## src/rtl/frac_scaler_pkg.sv

```systemverilog
package frac_scaler_pkg;

   // Timing variants of the scaler
   typedef enum int {
      PIPE_COMB = 0,
      PIPE_REG2 = 1
   } pipe_mode_e;

   // Widest fraction the multiplier is meant to be built for
   localparam int MAX_FRAC_W = 32;
   localparam int MIN_FRAC_W = 2;

endpackage

```

## src/rtl/fs_stage.sv

```systemverilog
module fs_stage #(
   parameter int W = 8
) (
   input  logic         clk,
   input  logic         rst,
   input  logic [W-1:0] d,
   output logic [W-1:0] q
);

   always_ff @(posedge clk) begin
      if (rst) q <= '0;
      else     q <= d;
   end

endmodule

```

## src/rtl/fs_mul_hi.sv

```systemverilog
module fs_mul_hi #(
   parameter int W = 8
) (
   input  logic [W-1:0] x,
   input  logic [W-1:0] m,
   output logic [W-1:0] hi
);

   localparam int PW = 2 * W;

   logic [PW-1:0] pp [W];
   logic [PW-1:0] acc;

   // one shifted partial product per multiplier bit
   genvar i;
   generate
      for (i = 0; i < W; i++) begin : g_row
         assign pp[i] = m[i] ? (PW'(x) << i) : '0;
      end
   endgenerate

   always_comb begin
      acc = '0;
      for (int k = 0; k < W; k++) acc = acc + pp[k];
   end

   // keep the upper half only: floor(x*m / 2^W)
   assign hi = W'(acc >> W);

endmodule

```

## src/rtl/fs_unity_sel.sv

```systemverilog
module fs_unity_sel #(
   parameter int W = 8
) (
   input  logic         unity,
   input  logic [W-1:0] frac_bits,
   input  logic [W-1:0] a,
   input  logic [W-1:0] prod,
   output logic [W-1:0] y,
   output logic         bad
);

   logic [W-1:0] cand [2];

   assign cand[0] = prod;
   assign cand[1] = a;
   assign y       = cand[unity];
   assign bad     = unity & (|frac_bits);

endmodule

```

## src/rtl/frac_scaler.sv

```systemverilog
module frac_scaler
   import frac_scaler_pkg::*;
#(
   parameter int A_W       = 8,
   parameter int PIPE_MODE = PIPE_REG2
) (
   input  logic           clk,
   input  logic           rst,
   input  logic           in_valid,
   input  logic [A_W-1:0] a_in,
   input  logic [A_W:0]   f_in,
   output logic           out_valid,
   output logic [A_W-1:0] y_out,
   output logic           bad_f
);

   localparam int F_W   = A_W + 1;
   localparam int IN_W  = 1 + F_W + A_W;
   localparam int OUT_W = 1 + A_W + 1;

   generate
      if (PIPE_MODE != PIPE_COMB && PIPE_MODE != PIPE_REG2) begin : g_bad_mode
         $error("frac_scaler: PIPE_MODE must be 0 or 1");
      end
      if (A_W < MIN_FRAC_W || A_W > MAX_FRAC_W) begin : g_bad_width
         $error("frac_scaler: A_W out of supported range");
      end
   endgenerate

   logic           s_v;
   logic [A_W-1:0] s_a;
   logic [F_W-1:0] s_f;
   logic [A_W-1:0] prod_hi;
   logic [A_W-1:0] sel_y;
   logic           sel_bad;

   generate
      if (PIPE_MODE == PIPE_REG2) begin : g_in_reg
         fs_stage #(.W(IN_W)) u_in (
            .clk (clk),
            .rst (rst),
            .d   ({in_valid, f_in, a_in}),
            .q   ({s_v, s_f, s_a})
         );
      end else begin : g_in_comb
         assign s_v = in_valid;
         assign s_f = f_in;
         assign s_a = a_in;
      end
   endgenerate

   fs_mul_hi #(.W(A_W)) u_mul (
      .x  (s_a),
      .m  (s_f[A_W-1:0]),
      .hi (prod_hi)
   );

   fs_unity_sel #(.W(A_W)) u_sel (
      .unity     (s_f[A_W]),
      .frac_bits (s_f[A_W-1:0]),
      .a         (s_a),
      .prod      (prod_hi),
      .y         (sel_y),
      .bad       (sel_bad)
   );

   generate
      if (PIPE_MODE == PIPE_REG2) begin : g_out_reg
         fs_stage #(.W(OUT_W)) u_out (
            .clk (clk),
            .rst (rst),
            .d   ({s_v, sel_y, sel_bad}),
            .q   ({out_valid, y_out, bad_f})
         );
      end else begin : g_out_comb
         assign out_valid = s_v;
         assign y_out     = sel_y;
         assign bad_f     = sel_bad;
      end
   endgenerate

endmodule

```

## config.mk

```make
export PLATFORM = sky130hd
export DESIGN_NAME = frac_scaler
export DESIGN_NICKNAME = d
export VERILOG_FILES = /design/src/rtl/frac_scaler_pkg.sv /design/src/rtl/fs_stage.sv /design/src/rtl/fs_mul_hi.sv /design/src/rtl/fs_unity_sel.sv /design/src/rtl/frac_scaler.sv
export SDC_FILE = /design/constraint.sdc
export NUM_CORES = 1
export LEC_CHECK = 0
export ABC_AREA = 1
export CORE_MARGIN = 1.5
export CORE_UTILIZATION = 53
export DETAILED_ROUTE_END_ITERATION = 16
export PLACE_DENSITY_LB_ADDON = 0.25
export SYNTH_ARGS = -nofsm -noshare
export SYNTH_HDL_FRONTEND = slang
export SYNTH_SLANG_ARGS = --single-unit
```

## constraint.sdc

```tcl
create_clock -name clk -period 4.09 [get_ports clk]
set_clock_uncertainty 0.15 [all_clocks]
set_input_delay 0.818 -clock clk [delete_from_list [all_inputs] [get_ports clk]]
set_output_delay 0.818 -clock clk [all_outputs]
set_load 0.01 [all_outputs]
```

======== Yosys cells after proc, flatten, opt, wreduce, memory -nomap -nowiden ========
Index checks and enable logic that the tools add are counted.
word-level totals
  logic and storage cells ................. 24
  bits in registers ....................... 28
  output and inout bits ................... 10
cells by class
  $add $sub $neg .......................... 7
  muxes and demuxes ....................... 11
  bitwise gates (word level) .............. 2
  reduce and logical (&&, ||, !) cells .... 1
  $lt $le $gt $ge ......................... 1
operator list
  kind                  count
  $add A16 B16 Y16      3
  $mux W8               4
  $add A16 B12 Y16      1
  $add A16 B13 Y16      1
  $add A16 B14 Y16      1
  $add A16 B15 Y16      1
  $mux W15              1
  $mux W14              1
  $mux W13              1
  $mux W12              1
  $mux W11              1
  $mux W10              1
  $mux W9               1
  $reduce_or A8 Y1      1
  $ge A2 B2 Y1 const B  1
  $not A1 Y2            1
  $and A1 B1 Y1         1

======== Depth between registers and ports, before layout ========
Gate-level depths: netlist of run 1.
  word-level depth ........................ 11
  mapped depth ............................ 22
  gate-level depth less buffers ........... 21

======== By module ========
A second synthesis of run 1 with hierarchy kept.
unflattened totals
  cells, all modules ...................... 429
  area, all modules ....................... 3050.4 µm²
by module, submodules not included
  module                      area an instance (µm²)  instances  cells an instance
  fs_mul_hi                   2107.0                  1          308
  fs_stage (g_in_reg.u_in)    521.8                   1          56
  fs_stage (g_out_reg.u_out)  286.5                   1          31
  fs_unity_sel                135.1                   1          34

======== Worst setup path after synthesis of run 1 ========
No wires, ideal clock.
  kind .................................... register -> register
  from .................................... register g_in_reg.u_in.q[2]
  to ...................................... register g_out_reg.u_out.q[8]
  setup time .............................. 109 ps
  arrival time ............................ 3885 ps
  cell stages (with the launch flop) ...... 23
  data required time ...................... 3831 ps
  slack ................................... -54 ps
  cells stage by stage .................... dfxtp_1 clkbuf_1 nand2_1 inv_1 fa_1 inv_1 fa_1 inv_1 fa_1 inv_1 fa_1 inv_1 ha_1 nand2_1 nor2_1 nor2_1 inv_1 a21oi_1 nand2_1 nand2_1 nand3_1 nand2_1 inv_1
between the ends
  cells in the longest elaborated chain, start to end .. 11
  elaborated cells between the ends (all ways) .. 18
  classes of those cells .................. 7 x add/sub; 11 x mux
RTL lines
  item                                           line                RTL
  start: declaration                             fs_stage.sv:7       output logic [W-1:0] q
  start signal: assignment                       fs_stage.sv:11      if (rst) q <= '0;
  start signal: assignment                       fs_stage.sv:12      else q <= d;
  $mux W8 / $mux W9 (equally long branches)      fs_mul_hi.sv:18     assign pp[i] = m[i] ? (PW'(x) << i) : '0;
  $add A16 B16 Y16 (3 in series)                 fs_mul_hi.sv:24     for (int k = 0; k < W; k++) acc = acc + pp[k];
  $add A16 B12 Y16                               fs_mul_hi.sv:24
  $add A16 B13 Y16                               fs_mul_hi.sv:24
  $add A16 B14 Y16                               fs_mul_hi.sv:24
  $add A16 B15 Y16 *                             fs_mul_hi.sv:24
  $mux W8 (not written as such) * (3 in series)  fs_unity_sel.sv:16  assign y = cand[unity];
  end signal: assignment                         fs_stage.sv:11
  end signal: assignment                         fs_stage.sv:12
  end: declaration                               fs_stage.sv:7
Every way passes the cells marked *; elsewhere a longest branch is shown, timed or not. The select of a mux whose other input is x is not followed.
A chain may end at the register's enable or synchronous reset.

======== Worst setup path after layout of run 1 ========
  from .................................... register g_in_reg.u_in.q[13]
  to ...................................... register g_out_reg.u_out.q[8]
between the ends
  cells in the longest elaborated chain, start to end .. 7
RTL lines
  item                                         line
  $mux W13                                     fs_mul_hi.sv:18
  $add A16 B13 Y16                             fs_mul_hi.sv:24
  $add A16 B14 Y16                             fs_mul_hi.sv:24
  $add A16 B15 Y16                             fs_mul_hi.sv:24
  $mux W8 (not written as such) (3 in series)  fs_unity_sel.sv:16
No other way between the ends. The select of a mux whose other input is x is not followed.

==> results of run 1 <==
-- sequential cells by signal (all words and copies together) (netlist names) --
signal and flops:
g_in_reg.u_in.q 18, g_out_reg.u_out.q 10
-- Yosys cell counts (2+ instances only) --
| cell type | count |
|---|---|
| nand2_1 | 90 |
| nor2_1 | 45 |
| a21oi_1 | 5 |
| nand2_2 | 6 |
| dfxtp_1 | 28 |
| clkbuf_1 | 13 |
| o21ai_0 | 4 |
| buf_1 | 2 |
| xor2_1 | 3 |
| inv_1 | 116 |
| nand2_4 | 2 |
| nor2_4 | 2 |
| a31oi_1 | 2 |
| nand3_2 | 2 |
| o21ai_1 | 3 |
| fa_1 | 37 |
| nor4_1 | 2 |
| nand3_1 | 7 |
| ha_1 | 26 |
| buf_6 | 3 |
| nand4_1 | 2 |
-- how the worst max path moves through the flow --
stage / startpoint / to / slack [ns] / cells past startpoint
floorplan: g_in_reg.u_in.q[5]$_SDFF_PP0_ / g_out_reg.u_out.q[8]$_SDFF_PP0_ / 0.02 / 20
global placement: g_in_reg.u_in.q[13]$_SDFF_PP0_ / g_out_reg.u_out.q[8]$_SDFF_PP0_ / -0.01 / 19
detailed placement: g_in_reg.u_in.q[13]$_SDFF_PP0_ / g_out_reg.u_out.q[8]$_SDFF_PP0_ / -0.09 / 19
CTS: g_in_reg.u_in.q[15]$_SDFF_PP0_ / g_out_reg.u_out.q[7]$_SDFF_PP0_ / 0.0004 / 17
global route: g_in_reg.u_in.q[13]$_SDFF_PP0_ / g_out_reg.u_out.q[7]$_SDFF_PP0_ / -0.09 / 18
finish: g_in_reg.u_in.q[13]$_SDFF_PP0_ / g_out_reg.u_out.q[8]$_SDFF_PP0_ / 0.1 / 21
-- timing repair --
action / in CTS / in global routing
resized for setup: 12 / 38
setup endpoints to repair: 3 / 7
setup buffers: 1 / 4
pin swaps: 2 / 25
endpoints found under the hold margin: 0 / 0
-- cell families after synthesis --
family	share of synthesized area (%)
XOR/XNOR	1.170
adder cells (fa/ha/maj)	35.60
buffers and inverters	17.97
AND/OR/NAND/NOR	22.77
flip-flops	18.72
AO/OA/AOI/OAI	3.761
-- routing by layer --
layer / track usage, % / vias up / wire, um
li1: - / 1239 / -
met3: 2.442 / 12 / 341
met2: 41.57 / 63 / 3281
met1: 25.65 / 1170 / 2666
met5: 0 / - / 0
met4: 6.429 / 0 / 140
-- power breakdown --
part	total (mW)	internal, mW	switching [mW]
sequential	0.303	0.290	0.0132
clock	0.227	0.131	0.0960
combinational	0.315	0.150	0.165
total	0.846	0.572	0.274
-- critical path: cells and delay by family (launching register included) --
kind            cells  cell delay, ns
simple gates        8            0.64
buf+inv             7            0.33
fa+ha+maj           5            2.28
compound gates      1            0.15
flops               1            0.38
-- metrics by stage --
stage	utilization [%]	instances	area [um^2]	power, mW	hold WS [ns]
floorplan	-	409	3013	0.4713	0.2383
global placement	63.03	512	3450	0.5522	0.2394
detailed placement	63.03	512	3450	0.5610	0.2473
CTS	65.02	517	3558	0.7947	0.2613
global route	68.18	521	3731	0.8970	0.2973
finish	68.18	521	3731	0.8457	0.2582
-- layout make-up --
class	instances	area share [%]
clock buffer	3	1.107
clock inverter	1	0.8048
inverter	116	11.67
multi-input combinational	245	55.13
sequential	28	15.66
tap	72	2.414
timing repair buffer	56	13.21
==> out/qor.csv, run 1 <==
stage,metric,value,unit
placement,dp_hpwl,4980,um
timing,fin_ws,0.09729,ns
finish,nNetsFinal,533,
logic_synthesis,ys_async_sr_fraction,0,%
finish,final_common_cell,inv_1,
clock_tree,clock_latency,0.28,ns
route,via_per_inst,4.768,
power,leakage,2.268,nW
flow_run,cap_violations,0,
clock_tree,cts_buffer_depth,2,
logic_synthesis,yosysTopAreaCellShare,24.74,%
logic_synthesis,synth_top_area_cell,fa_1,
setup_path,regToRegSetupSlack,0.1,ns
setup_path,cp.arrival,4.04,ns
floorplanning,fp.dieH,78.16,um
clock_tree,cts_tree,built,
logic_synthesis,synthFlopType,dfxtp_1,
setup_path,cp_max_fo,5,
floorplanning,ios,30,
setup_path,startpoint_type,register,
setup_path,criticalPathCategory,reg2reg,
timing,setup_viol,0,
route,drcViolationCount,0,
finish,regArea,584.3,um^2
placement,port_buffers,29,
clock_tree,root_buffer,clkbuf_8,
setup_path,rr_worst_depth,21,
worst_hold_path,min_to,g_out_reg.u_out.q[9]$_SDFF_PP0_,
route,drt_iter0_markers,141,
route,dr.pass1.iters,4,
floorplanning,dieArea,6109,um^2
floorplanning,num_rows,27,
placement,dp_slack,-0.08714,ns
clock_tree,postCtsHoldBufs,0,
power,ir_drop,158.8,uV
timing,fin_crit,3.993,ns
floorplanning,core_area,5473,um^2
logic_synthesis,ys_top_cells_by_area,"fa_1 (25%), dfxtp_1 (19%), inv_1 (15%), nand2_1 (11%), ha_1 (11%)",
setup_path,r2r-end,g_out_reg.u_out.q[8]$_SDFF_PP0_,
route,avgRoutedWirePerCell,12.34,um
timing,fin_crit_sh,97.62,%
placement,gp_congestion,0.8700,
timing,hold_viol_final,0,
global_route,antenna_found_initial,0,
floorplanning,fp.dieW,78.16,um
setup_path,crit_required,4.14,ns
outcome,status,"finished, final reports clean",
clock_tree,cts_buffers,3,
power,power.density,226.7,nW/um^2
route,detail-route-antenna-nets,0,
setup_path,r2r_start,g_in_reg.u_in.q[13]$_SDFF_PP0_,
logic_synthesis,synth_area_per_cell,7.321,um^2
worst_hold_path,hold_path.class,reg2reg,
setup_path,worst_path_largest_cell_delay,0.54,ns
timing,slew_viol_final,0,
clock_tree,cts_sinks,28,
logic_synthesis,syn_inst,409,
timing,relSlewSlack,29.79,%
logic_synthesis,syn_nets,492,
timing,rsz0062_at_grt,true,
finish,nFillCells,455,
timing,tightest_slew,1.050,ns
logic_synthesis,ys_ff_latch,28,
logic_synthesis,ys_seq_area_share,18.72,%
global_route,grt_pass1_vias,2541,
setup_path,cpMostUsedCell,inv_2,
finish,diodes,0,
finish,drive_gt1_share,18.49,%
floorplanning,initial_core_util,54.71,%
global_route,grt_remaining_overflow,0,
timing,max_freq,0.2505,GHz
finish,multi_input_comb_area,2057,um^2
logic_synthesis,yosys_warnings,0,
clock_tree,htreeDepth,1,
global_route,grt_pass1_wl,10580,um
global_route,grt_usage,21.87,%
logic_synthesis,synth_edf_count,0,
finish,layout_common_cells,"inv_1 (110), nand2_1 (84), nor2_1 (43)",
logic_synthesis,synth_area,2994,um^2
setup_path,slowest_stage,fa_1,
global_route,grt_max_degree,29,
finish,syn_to_final_growth,24.61,%
route,route.vias.total,2484,
route,wl,6430,um
timing,setup_tns,0,ns
clock_tree,path_clk_slew,0.11,ns
worst_hold_path,worstHoldStart,g_in_reg.u_in.q[17]$_SDFF_PP0_,
worst_hold_path,min_delay_path_depth,2,
setup_path,path_cells,nand2_2 > inv_2 > fa_1 > inv_2 > fa_1 > inv_2 > fa_1 > inv_2 > fa_1 > inv_2 > ha_4 > nand2_4 > nor2_1 > nor2_1 > inv_1 > a21oi_2 > nand2_1 > nand2_1 > nand3_1 > nand2_1 > inv_1,
setup_path,cp-end-kind,register,
logic_synthesis,ys_types,30,
Power figures use the tool's default switching activity.
==> run 2, diff against run 1 <==
--- a/config.mk
+++ b/config.mk
@@ -8,6 +8,7 @@
 export ABC_AREA = 1
 export CORE_MARGIN = 1.5
 export CORE_UTILIZATION = 53
+export CTS_CLUSTER_SIZE = 25
 export DETAILED_ROUTE_END_ITERATION = 16
 export PLACE_DENSITY_LB_ADDON = 0.25
 export SYNTH_ARGS = -nofsm -noshare
==> results of run 2 <==
Final layout, timing and power as in run 1 (identical DEF).
==> run 3, diff against run 2 <==
--- a/config.mk
+++ b/config.mk
@@ -6,6 +6,7 @@
 export NUM_CORES = 1
 export LEC_CHECK = 0
 export ABC_AREA = 1
+export CAP_MARGIN = 20
 export CORE_MARGIN = 1.5
 export CORE_UTILIZATION = 53
 export CTS_CLUSTER_SIZE = 25
==> results of run 3 <==
Final layout, timing and power as in run 1 (identical DEF).
